[src/rtl/seg_xlate_pkg.sv]
package seg_xlate_pkg;
  typedef enum logic [2:0] {
    FLT_NONE   = 3'd0,
    FLT_BOUNDS = 3'd1,
    FLT_PROT   = 3'd2,
    FLT_PRIV   = 3'd3,
    FLT_BADSEG = 3'd4
  } fault_e;

  typedef enum logic [1:0] {
    ACC_READ  = 2'd0,
    ACC_WRITE = 2'd1,
    ACC_EXEC  = 2'd2,
    ACC_RSVD  = 2'd3
  } acc_e;

  localparam int PERM_R = 0;
  localparam int PERM_W = 1;
  localparam int PERM_X = 2;

  function automatic int unsigned seg_rst_base(int idx);
    case (idx)
      0:       return 32768;
      1:       return 34816;
      3:       return 28672;
      default: return 0;
    endcase
  endfunction

  function automatic int unsigned seg_rst_size(int idx);
    return (idx == 2) ? 0 : 2048;
  endfunction

  function automatic logic seg_rst_up(int idx);
    return idx != 3;
  endfunction

  function automatic logic [2:0] seg_rst_perm(int idx);
    case (idx)
      0:       return 3'b101;
      1, 3:    return 3'b011;
      default: return 3'b000;
    endcase
  endfunction
endpackage

[src/rtl/seg_regfile.sv]
module seg_regfile
  import seg_xlate_pkg::*;
#(
  parameter int          SEL_W    = 2,
  parameter int          PA_W     = 16,
  parameter int          SIZE_W   = 13,
  parameter int          N_SEG    = 1 << SEL_W,
  parameter logic [N_SEG-1:0] SEG_USED = 4'b1011
) (
  input  logic              clk_i,
  input  logic              rst_ni,
  input  logic              we_i,
  input  logic              priv_i,
  input  logic [SEL_W-1:0]  sel_i,
  input  logic [PA_W-1:0]   base_i,
  input  logic [SIZE_W-1:0] size_i,
  input  logic              up_i,
  input  logic [2:0]        perm_i,
  output logic [PA_W-1:0]   base_o [N_SEG],
  output logic [SIZE_W-1:0] size_o [N_SEG],
  output logic              up_o   [N_SEG],
  output logic [2:0]        perm_o [N_SEG],
  output fault_e            fault_o
);
  logic wr_ok;
  assign wr_ok = we_i && priv_i;

  for (genvar g = 0; g < N_SEG; g++) begin : g_seg
    if (SEG_USED[g]) begin : g_live
      logic hit;
      assign hit = wr_ok && (sel_i == SEL_W'(g));
      always_ff @(posedge clk_i or negedge rst_ni) begin
        if (!rst_ni) begin
          base_o[g] <= PA_W'(seg_rst_base(g));
          size_o[g] <= SIZE_W'(seg_rst_size(g));
          up_o[g]   <= seg_rst_up(g);
          perm_o[g] <= seg_rst_perm(g);
        end else if (hit) begin
          base_o[g] <= base_i;
          size_o[g] <= size_i;
          up_o[g]   <= up_i;
          perm_o[g] <= perm_i;
        end
      end

      a_r9_unpriv_ignored: assert property (@(posedge clk_i) disable iff (!rst_ni)
        (we_i && !priv_i) |=> ($stable(base_o[g]) && $stable(size_o[g])
                               && $stable(up_o[g]) && $stable(perm_o[g])));
    end else begin : g_hole
      assign base_o[g] = '0;
      assign size_o[g] = '0;
      assign up_o[g]   = 1'b1;
      assign perm_o[g] = '0;
    end
  end

  always_ff @(posedge clk_i or negedge rst_ni) begin
    if (!rst_ni)                fault_o <= FLT_NONE;
    else if (we_i && !priv_i)   fault_o <= FLT_PRIV;
    else                        fault_o <= FLT_NONE;
  end

  a_r9_priv_flag: assert property (@(posedge clk_i) disable iff (!rst_ni)
    (we_i && !priv_i) |=> (fault_o == FLT_PRIV));
endmodule

[src/rtl/seg_lookup.sv]
module seg_lookup
  import seg_xlate_pkg::*;
#(
  parameter int VA_W   = 14,
  parameter int SEL_W  = 2,
  parameter int PA_W   = 16,
  parameter int OFF_W  = VA_W - SEL_W,
  parameter int SIZE_W = OFF_W + 1,
  parameter int N_SEG  = 1 << SEL_W,
  parameter logic [N_SEG-1:0] SEG_USED = 4'b1011
) (
  input  logic [VA_W-1:0]   va_i,
  input  logic [1:0]        acc_i,
  input  logic [PA_W-1:0]   base_i [N_SEG],
  input  logic [SIZE_W-1:0] size_i [N_SEG],
  input  logic              up_i   [N_SEG],
  input  logic [2:0]        perm_i [N_SEG],
  output logic [PA_W-1:0]   pa_o,
  output fault_e            fault_o
);
  localparam logic [SIZE_W-1:0] SEG_SPAN = SIZE_W'(1) << OFF_W;

  logic [SEL_W-1:0]  sel;
  logic [OFF_W-1:0]  off;
  logic [SIZE_W-1:0] off_x, mag, size;
  logic [PA_W-1:0]   base;
  logic [2:0]        perm;
  logic              up, used, oob, perm_ok;

  assign sel   = va_i[VA_W-1 -: SEL_W];
  assign off   = va_i[OFF_W-1:0];
  assign off_x = {1'b0, off};
  assign base  = base_i[sel];
  assign size  = size_i[sel];
  assign up    = up_i[sel];
  assign perm  = perm_i[sel];
  assign used  = SEG_USED[sel];
  // distance below the segment ceiling for downward segments
  assign mag   = SEG_SPAN - off_x;
  assign oob   = up ? (off_x >= size) : (mag > size);

  always_comb begin
    case (acc_e'(acc_i))
      ACC_READ:  perm_ok = perm[PERM_R];
      ACC_WRITE: perm_ok = perm[PERM_W];
      ACC_EXEC:  perm_ok = perm[PERM_X];
      default:   perm_ok = 1'b0;
    endcase
  end

  always_comb begin
    pa_o = '0;
    if (!used)         fault_o = FLT_BADSEG;
    else if (oob)      fault_o = FLT_BOUNDS;
    else if (!perm_ok) fault_o = FLT_PROT;
    else begin
      fault_o = FLT_NONE;
      pa_o    = up ? (base + PA_W'(off_x)) : (base - PA_W'(mag));
    end
  end
endmodule

[src/rtl/seg_rsp_stage.sv]
module seg_rsp_stage
  import seg_xlate_pkg::*;
#(
  parameter int PA_W = 16
) (
  input  logic            clk_i,
  input  logic            rst_ni,
  input  logic            valid_i,
  input  logic [PA_W-1:0] pa_i,
  input  fault_e          fault_i,
  output logic            valid_o,
  output logic [PA_W-1:0] pa_o,
  output fault_e          fault_o
);
  always_ff @(posedge clk_i or negedge rst_ni) begin
    if (!rst_ni) begin
      valid_o <= 1'b0;
      pa_o    <= '0;
      fault_o <= FLT_NONE;
    end else begin
      valid_o <= valid_i;
      if (valid_i) begin
        pa_o    <= pa_i;
        fault_o <= fault_i;
      end
    end
  end
endmodule

[src/rtl/seg_xlate.sv]
module seg_xlate
  import seg_xlate_pkg::*;
#(
  parameter int VA_W  = 14,
  parameter int SEL_W = 2,
  parameter int PA_W  = 16,
  parameter logic [(1<<SEL_W)-1:0] SEG_USED = 4'b1011
) (
  input  logic                  clk_i,
  input  logic                  rst_ni,
  input  logic                  cfg_we_i,
  input  logic                  cfg_priv_i,
  input  logic [SEL_W-1:0]      cfg_sel_i,
  input  logic [PA_W-1:0]       cfg_base_i,
  input  logic [VA_W-SEL_W:0]   cfg_size_i,
  input  logic                  cfg_up_i,
  input  logic [2:0]            cfg_perm_i,
  output logic [2:0]            cfg_fault_o,
  input  logic                  req_valid_i,
  input  logic [VA_W-1:0]       req_va_i,
  input  logic [1:0]            req_acc_i,
  output logic                  rsp_valid_o,
  output logic [PA_W-1:0]       rsp_pa_o,
  output logic [2:0]            rsp_fault_o
);
  localparam int OFF_W  = VA_W - SEL_W;
  localparam int SIZE_W = OFF_W + 1;
  localparam int N_SEG  = 1 << SEL_W;

  logic [PA_W-1:0]   seg_base [N_SEG];
  logic [SIZE_W-1:0] seg_size [N_SEG];
  logic              seg_up   [N_SEG];
  logic [2:0]        seg_perm [N_SEG];
  fault_e            cfg_fault, lk_fault, rsp_fault;
  logic [PA_W-1:0]   lk_pa;

  seg_regfile #(
    .SEL_W(SEL_W), .PA_W(PA_W), .SIZE_W(SIZE_W), .N_SEG(N_SEG), .SEG_USED(SEG_USED)
  ) u_regs (
    .clk_i, .rst_ni,
    .we_i(cfg_we_i), .priv_i(cfg_priv_i), .sel_i(cfg_sel_i),
    .base_i(cfg_base_i), .size_i(cfg_size_i), .up_i(cfg_up_i), .perm_i(cfg_perm_i),
    .base_o(seg_base), .size_o(seg_size), .up_o(seg_up), .perm_o(seg_perm),
    .fault_o(cfg_fault)
  );

  seg_lookup #(
    .VA_W(VA_W), .SEL_W(SEL_W), .PA_W(PA_W), .OFF_W(OFF_W), .SIZE_W(SIZE_W),
    .N_SEG(N_SEG), .SEG_USED(SEG_USED)
  ) u_lookup (
    .va_i(req_va_i), .acc_i(req_acc_i),
    .base_i(seg_base), .size_i(seg_size), .up_i(seg_up), .perm_i(seg_perm),
    .pa_o(lk_pa), .fault_o(lk_fault)
  );

  seg_rsp_stage #(.PA_W(PA_W)) u_rsp (
    .clk_i, .rst_ni,
    .valid_i(req_valid_i), .pa_i(lk_pa), .fault_i(lk_fault),
    .valid_o(rsp_valid_o), .pa_o(rsp_pa_o), .fault_o(rsp_fault)
  );

  assign cfg_fault_o = cfg_fault;
  assign rsp_fault_o = rsp_fault;

  a_r7_rsp_follows_req: assert property (@(posedge clk_i) disable iff (!rst_ni)
    req_valid_i |=> rsp_valid_o);
  a_r7_no_spurious_rsp: assert property (@(posedge clk_i) disable iff (!rst_ni)
    !req_valid_i |=> !rsp_valid_o);
  a_r6_fault_pa_zero: assert property (@(posedge clk_i) disable iff (!rst_ni)
    (rsp_valid_o && rsp_fault_o != 3'd0) |-> (rsp_pa_o == '0));
  a_r5_bad_segment: assert property (@(posedge clk_i) disable iff (!rst_ni)
    (req_valid_i && !SEG_USED[req_va_i[VA_W-1 -: SEL_W]]) |=> (rsp_fault_o == 3'd4));
  a_r4_reserved_access: assert property (@(posedge clk_i) disable iff (!rst_ni)
    (req_valid_i && req_acc_i == 2'd3) |=> (rsp_fault_o != 3'd0));
endmodule

[config.mk]
export PLATFORM = sky130hd
export DESIGN_NAME = seg_xlate
export DESIGN_NICKNAME = d
export VERILOG_FILES = /design/src/rtl/seg_xlate_pkg.sv /design/src/rtl/seg_regfile.sv /design/src/rtl/seg_lookup.sv /design/src/rtl/seg_rsp_stage.sv /design/src/rtl/seg_xlate.sv
export SDC_FILE = /design/constraint.sdc
export NUM_CORES = 1
export LEC_CHECK = 0
export ABC_AREA = 1
export BUFFER_PORTS_ARGS = -buffer_cell sky130_fd_sc_hd__buf_2
export CAP_MARGIN = 30
export CORE_UTILIZATION = 35
export CTS_CLUSTER_SIZE = 12
export DETAILED_ROUTE_END_ITERATION = 8
export PLACE_DENSITY = 0.52
export RECOVER_POWER = 25
export SETUP_SLACK_MARGIN = 0.5
export SYNTH_ARGS = -nofsm -noshare
export SYNTH_HDL_FRONTEND = slang
export SYNTH_SLANG_ARGS = --single-unit
[constraint.sdc]
create_clock -name clk_i -period 6.5 [get_ports clk_i]
set_clock_uncertainty 0.05 [all_clocks]
set_input_delay 1.625 -clock clk_i [delete_from_list [all_inputs] [get_ports clk_i]]
set_output_delay 1.625 -clock clk_i [all_outputs]
set_load 0.01 [all_outputs]
# Yosys cells after proc, flatten, opt, wreduce, memory -nomap -nowiden
# Index checks and enable logic that the tools add are counted.
# Widths: inputs -> output; s select.
dict set report totals {
  register_bits 121
  input_bits 56
}
dict set report classes {
  n_addsub 3
  n_lt_le_gt_ge 4
  eq_ne 4
  mux 24
  n_bitwise 1
  n_reduce_logical 8
}
# cell count
set ops {}
lappend ops {{$mux 16} 6}
lappend ops {{$bmux 16 s2} 1}
lappend ops {{$bmux 13 s2} 1}
lappend ops {{$mux 13} 2}
lappend ops {{$add 16x12->16} 1}
lappend ops {{$sub 16x13->16} 1}
lappend ops {{$ge 12x13->1} 1}
lappend ops {{$gt 13x13->1} 1}
lappend ops {{$sub 13x12->13 const A} 1}
lappend ops {{$mux 3} 4}
lappend ops {{$bmux 3 s2} 1}
lappend ops {{$logic_and 1x1->1} 5}
lappend ops {{$bmux 1 s2} 2}
lappend ops {{$eq 2x1->1 const B} 2}
lappend ops {{$eq 2x2->1 const B} 2}
lappend ops {{$logic_not 2->1} 2}
lappend ops {{$mux 1} 4}
lappend ops {{$mux 2} 2}
lappend ops {{$ge 3x3->1 const B} 1}
lappend ops {{$lt 2x3->1 const B} 1}
lappend ops {{$not 2->3} 1}
lappend ops {{$pmux 1 s3} 1}
lappend ops {{$logic_not 1->1} 1}

# Logic depth before layout (Yosys ltp)
dict set report logic_depth {
  ltp_word 9
  ltp_mapped 24
  depth_no_buf 24
}

# Hierarchy
# Synthesis repeated with hierarchy kept, for this count alone.
dict set report unflattened {
  cells_unflattened 1118
  area_unflattened_um2 8131.5
}
# module instances cells_per_inst area_each_um2 seq_area_each_um2
set modules_own_cells {}
lappend modules_own_cells {seg_regfile 1 472 4209.0 2523.7}
lappend modules_own_cells {seg_lookup 1 565 3159.3 0.0}
lappend modules_own_cells {seg_rsp_stage 1 81 763.2 500.5}

# Worst setup path after synthesis
# No wires, ideal clock.
dict set report synth_timing {
  path_type {input to register}
  start {input port req_va_i[0]}
  end {register u_rsp.pa_o[15]}
  t_arrival_ps 4078
  t_required_ps 6384
  setup_slack_ps 2306
  cell_stages 22
  cell_sequence {inv_1 > ha_1 > nor2_1 > nand2_1 > nor2_2 > nand3_1 > nor2_2 > inv_1 > nor4_1 > o21ai_0 > o21ai_0 > inv_1 > ha_1 > nand2_1 > nor3_1 > and3_1 > nand2_1 > nand3_1 > inv_1 > nand3_1 > nand4_1 > nand2_1}
}
dict set report synth_between {
  elab_chain_cells 6
  elab_cells_between_ends 10
}
# item line
set synth_rtl {}
lappend synth_rtl {{from (decl)} seg_xlate.sv:20} ;# input logic [VA_W-1:0] req_va_i,
lappend synth_rtl {{$sub 13x12->13} seg_lookup.sv:39} ;# assign mag = SEG_SPAN - off_x;
lappend synth_rtl {{$sub 16x13->16} seg_lookup.sv:58} ;# pa_o = up ? (base + PA_W'(off_x)) : (base - PA_W'(mag));
lappend synth_rtl {{$mux 16} seg_lookup.sv:58}
lappend synth_rtl {{$mux 16} seg_lookup.sv:55} ;# else if (!perm_ok) fault_o = FLT_PROT;
lappend synth_rtl {{$mux 16 (*)} seg_lookup.sv:54} ;# else if (oob) fault_o = FLT_BOUNDS;
lappend synth_rtl {{$mux 16 (*)} seg_lookup.sv:53} ;# if (!used) fault_o = FLT_BADSEG;
lappend synth_rtl {{to (signal assigned)} seg_rsp_stage.sv:23} ;# pa_o <= pa_i;
lappend synth_rtl {{to (decl)} seg_rsp_stage.sv:12} ;# output logic [PA_W-1:0] pa_o,
# Mark *: on every way between the ends. The rest lies on a longest branch, timed or not.
# A chain may end at the register's enable or synchronous reset.

# Final worst setup path
dict set report layout_timing {
  start {input port req_va_i[13]}
  end {register u_rsp.pa_o[9]}
}
dict set report layout_between {
  elab_chain_cells 9
  elab_cells_between_ends 25
}
# item line
set layout_rtl {}
lappend layout_rtl {{$not 2->3 (not written as such)} -}
lappend layout_rtl {{$bmux 16 s2} seg_lookup.sv:33} ;# assign base = base_i[sel];
lappend layout_rtl {{$mux 16 (not written as such) (2 in series)} seg_lookup.sv:33}
lappend layout_rtl {{$sub 16x13->16 / $add 16x12->16 (equally long branches)} seg_lookup.sv:58}
lappend layout_rtl {{$mux 16} seg_lookup.sv:58}
lappend layout_rtl {{$mux 16} seg_lookup.sv:55}
lappend layout_rtl {{$mux 16} seg_lookup.sv:54}
lappend layout_rtl {{$mux 16 (*)} seg_lookup.sv:53}
# Mark *: on every way between the ends. The rest lies on a longest branch, timed or not. The select of a mux whose other input is x is not followed.

==> metrics.csv <==
metric,value,unit
io_pins,79,
leakagePower,4.19,nW
rr_startpoint,u_regs.up_o[0]$_DFFE_PN0P_,
dp_hpwl,13700,um
multi_input_area,3500,um^2
power_density,310,nW/um^2
grtUsageMet1,26.0,%
net-switching-power,0.801,mW
cp.required,6.76,ns
grtUsageMet2,29.3,%
arrival,4.93,ns
cts_sinks,120,
grt_overflow,0,
cts_hold_buf,0,
synth_flop_cell,dfrtp_1,
core,19800,um^2
slew_viol_final,0,
crit_path_cell_trace,buf_2 > nor2_4 > a221oi_4 > o21ai_0 > ha_1 > nand3_1 > nand3_1 > a21oi_1 > o21ai_0 > a21oi_1 > xor2_1 > nor2_1 > nand2_1 > nand2_1,
ctsResizeCount,0,
layout.nets,1073,
synth_edf_count,0,
power.share.switching,30.7,%
drt_iter0_markers,398,
whs,0.418,ns
num-fill-cells,2078,
cts_tree,yes,
fmax,0.214,GHz
yosysWarningCount,0,
cts_buffers,17,
seq_area,3020,um^2
grt_antenna_before_repair,1,
clk_pin_slew,0.05,ns
via_per_inst,4.85,
grt_max_degree,70,
startpoint_type,input port,
wirelength,18400,um
portBuffers,77,
cts_root_buffer,clkbuf_16,
seqPwrFrac,36.9,%
ir_drop,0.161,mV
r2r_end,u_rsp.pa_o[9]$_DFFE_PN0P_,
cap_violations,0,
post_cts_buffers,0,
min_period,4.67,ns
hold_viol_final,0,
track_usage,18.7,%
clockPowerShare,38.9,%
synthCells,913,
ys_seq_area_share,42.2,%
avgSynthCellArea,7.84,um^2
reg2reg_depth,14,
layout-drive-gt1-share,17.2,%
worst-path-max-fanout,23,
r2r_slack,3.19,ns
dr_total_vias,6086,
rows,51,
cts_max_path_buffers,2,
busiest_layer,met2,
grt_pass1_vias,5977,
endpoint,u_rsp.pa_o[9]$_DFFE_PN0P_,
netlist_area,7160,um^2
critPathKind,in -> reg,
tightestPinTransition,0.840,ns
max_stage_delay,0.81,ns
min_path_type,reg -> reg,
end_kind,flip-flop,
grt_pass1_wl,31200,um
drt-wirelength-per-cell,14.7,um
async_reset_ff_share,100,%
slowest_stage,a221oi_4,
setup_violations,0,
p_int,1.81,mW
fin_crit_sh,71.9,%
critPathLaunch,req_va_i[13],
dieArea,21000,um^2
setup_tns,0,ns
initial_utilization,36.2,%
die_x,145,um
ys_ff_latch,120,
clk_latency,0.42,ns
ys_types,46,
synth_nets,1010,
syn_to_final_growth,17.6,%
p_comb_share,24.2,%
htree_levels,4,
drc,0,
use_met3,4.15,%
firstDrtPassIters,5,
rsz0062_at_grt,false,
place_congestion,0.868,
ant_nets,0,
status,finished clean,
slew_headroom,44.0,%
die_y,145,um
-- synthesized netlist by cell type (all sizes together), types with 2 or more instances --
cell	n	share of area, %
a221oi	14	2.0
nand3	37	2.7
xor2	8	1.1
o22ai	2	0.17
inv	125	6.6
ha	40	7.0
nand4	7	0.61
o211ai	4	0.49
nor3	10	0.70
dfstp	17	6.2
nand2	226	12
a21oi	33	2.3
dfrtp	103	36
o221a	14	2.2
nand3b	2	0.21
xnor2	4	0.49
o21bai	2	0.21
clkbuf	27	1.4
o31ai	11	1.8
o21ai	143	10
nor2	63	3.7
buf	11	1.1
-- critical path, delay by kind of cell --
kind | cells | cell delay, ns
buffers and inverters | 1 | 0.34
adders and majority gates | 1 | 0.36
and+or+nand+nor | 6 | 0.54
AOI/OAI and AO/OA | 5 | 1.89
xor gates and xnor gates | 1 | 0.15
-- flip-flops by register name, summed over array words and instances, names as in the netlist --
name,count
u_regs.up_o,3
u_regs.size_o,39
u_regs.base_o,48
u_regs.perm_o,9
u_rsp.fault_o,3
u_rsp.valid_o,1
u_rsp.pa_o,16
u_regs.fault_o,1
-- how the worst min path moves through the flow --
stage | from | endpoint | slack (ns) | cells past startpoint
finish | u_rsp.pa_o[11]$_DFFE_PN0P_ | u_rsp.pa_o[11]$_DFFE_PN0P_ | 0.42 | 2
global route | u_rsp.pa_o[10]$_DFFE_PN0P_ | u_rsp.pa_o[10]$_DFFE_PN0P_ | 0.45 | 2
CTS | u_rsp.pa_o[11]$_DFFE_PN0P_ | u_rsp.pa_o[11]$_DFFE_PN0P_ | 0.43 | 2
detailed placement | u_rsp.pa_o[11]$_DFFE_PN0P_ | u_rsp.pa_o[11]$_DFFE_PN0P_ | 0.41 | 2
global placement | u_rsp.pa_o[1]$_DFFE_PN0P_ | u_rsp.pa_o[1]$_DFFE_PN0P_ | 0.41 | 2
floorplan | u_regs.base_o[33]$_DFFE_PN0P_ | u_regs.base_o[33]$_DFFE_PN0P_ | 0.40 | 2
-- cells by family (layout without fill, tap and decap cells) --
family	count (synthesis)	in the layout	synth area share, %
buffers and inverters	164	240	9.10
adder cells (fa/ha/maj)	41	41	7.27
other	1	2	0.0524
flip-flops	120	120	42.2
AO/OA/AOI/OAI	227	227	19.5
AND/OR/NAND/NOR	348	348	20.2
XOR/XNOR	12	12	1.57
-- power groups by stage --
stage / Clock (mW) / Combinational (mW) / Sequential (mW)
after floorplan: 0 / 0.443 / 0.968
after global placement: 0 / 0.628 / 0.973
after detailed placement: 0 / 0.637 / 0.973
after CTS: 1.04 / 0.641 / 0.962
after global routing: 1.07 / 0.731 / 0.979
final: 1.01 / 0.632 / 0.963
-- layout make-up --
cell class,instances,area share [%]
Clock buffer,25,5.76
Antenna cell,1,0.0297
Sequential cell,120,35.9
Timing Repair Buffer,82,5.53
Multi-Input combinational cell,629,41.5
Tap cell,265,3.94
Inverter,126,5.61
Clock inverter,7,1.69
-- metal layers --
metal | part of all wire [%] | vias up
met3 | 4.0 | 16
met1 | 49 | 2801
met5 | 0 | -
li1 | - | 3147
met2 | 46 | 122
met4 | 0.96 | 0
-- through the flow --
step	std cells	setup slack [ns]	utilization, %	area (um^2)	total power, mW
finish	1255	1.83	42.6	8420	2.61
global route	1255	1.47	42.6	8420	2.78
CTS	1254	1.83	42.6	8430	2.64
detailed placement	1222	1.39	39.4	7800	1.61
global placement	1219	1.47	39.1	7730	1.60
floorplan	913	2.31	-	7160	1.41
-- placed cells by master (no fill, tap or decap), types with 3 or more instances in the layout --
cell,n
inv_1,121
bufinv_16,4
o21ai_1,5
dfrtp_1,103
clkbuf_1,7
nand4_1,7
xor2_1,7
nand2_1,219
nand2_2,6
clkbuf_8,3
o221a_2,14
xnor2_1,4
o211ai_1,3
a21oi_1,33
ha_1,40
nor2_2,5
a221oi_1,13
buf_2,75
o21ai_0,138
clkbuf_16,17
nor2_4,3
inv_2,4
o31ai_2,9
nor2_1,55
nor3_1,10
dfstp_2,17
nand3_1,36
No activity file was read; power rests on OpenSTA's default activity.
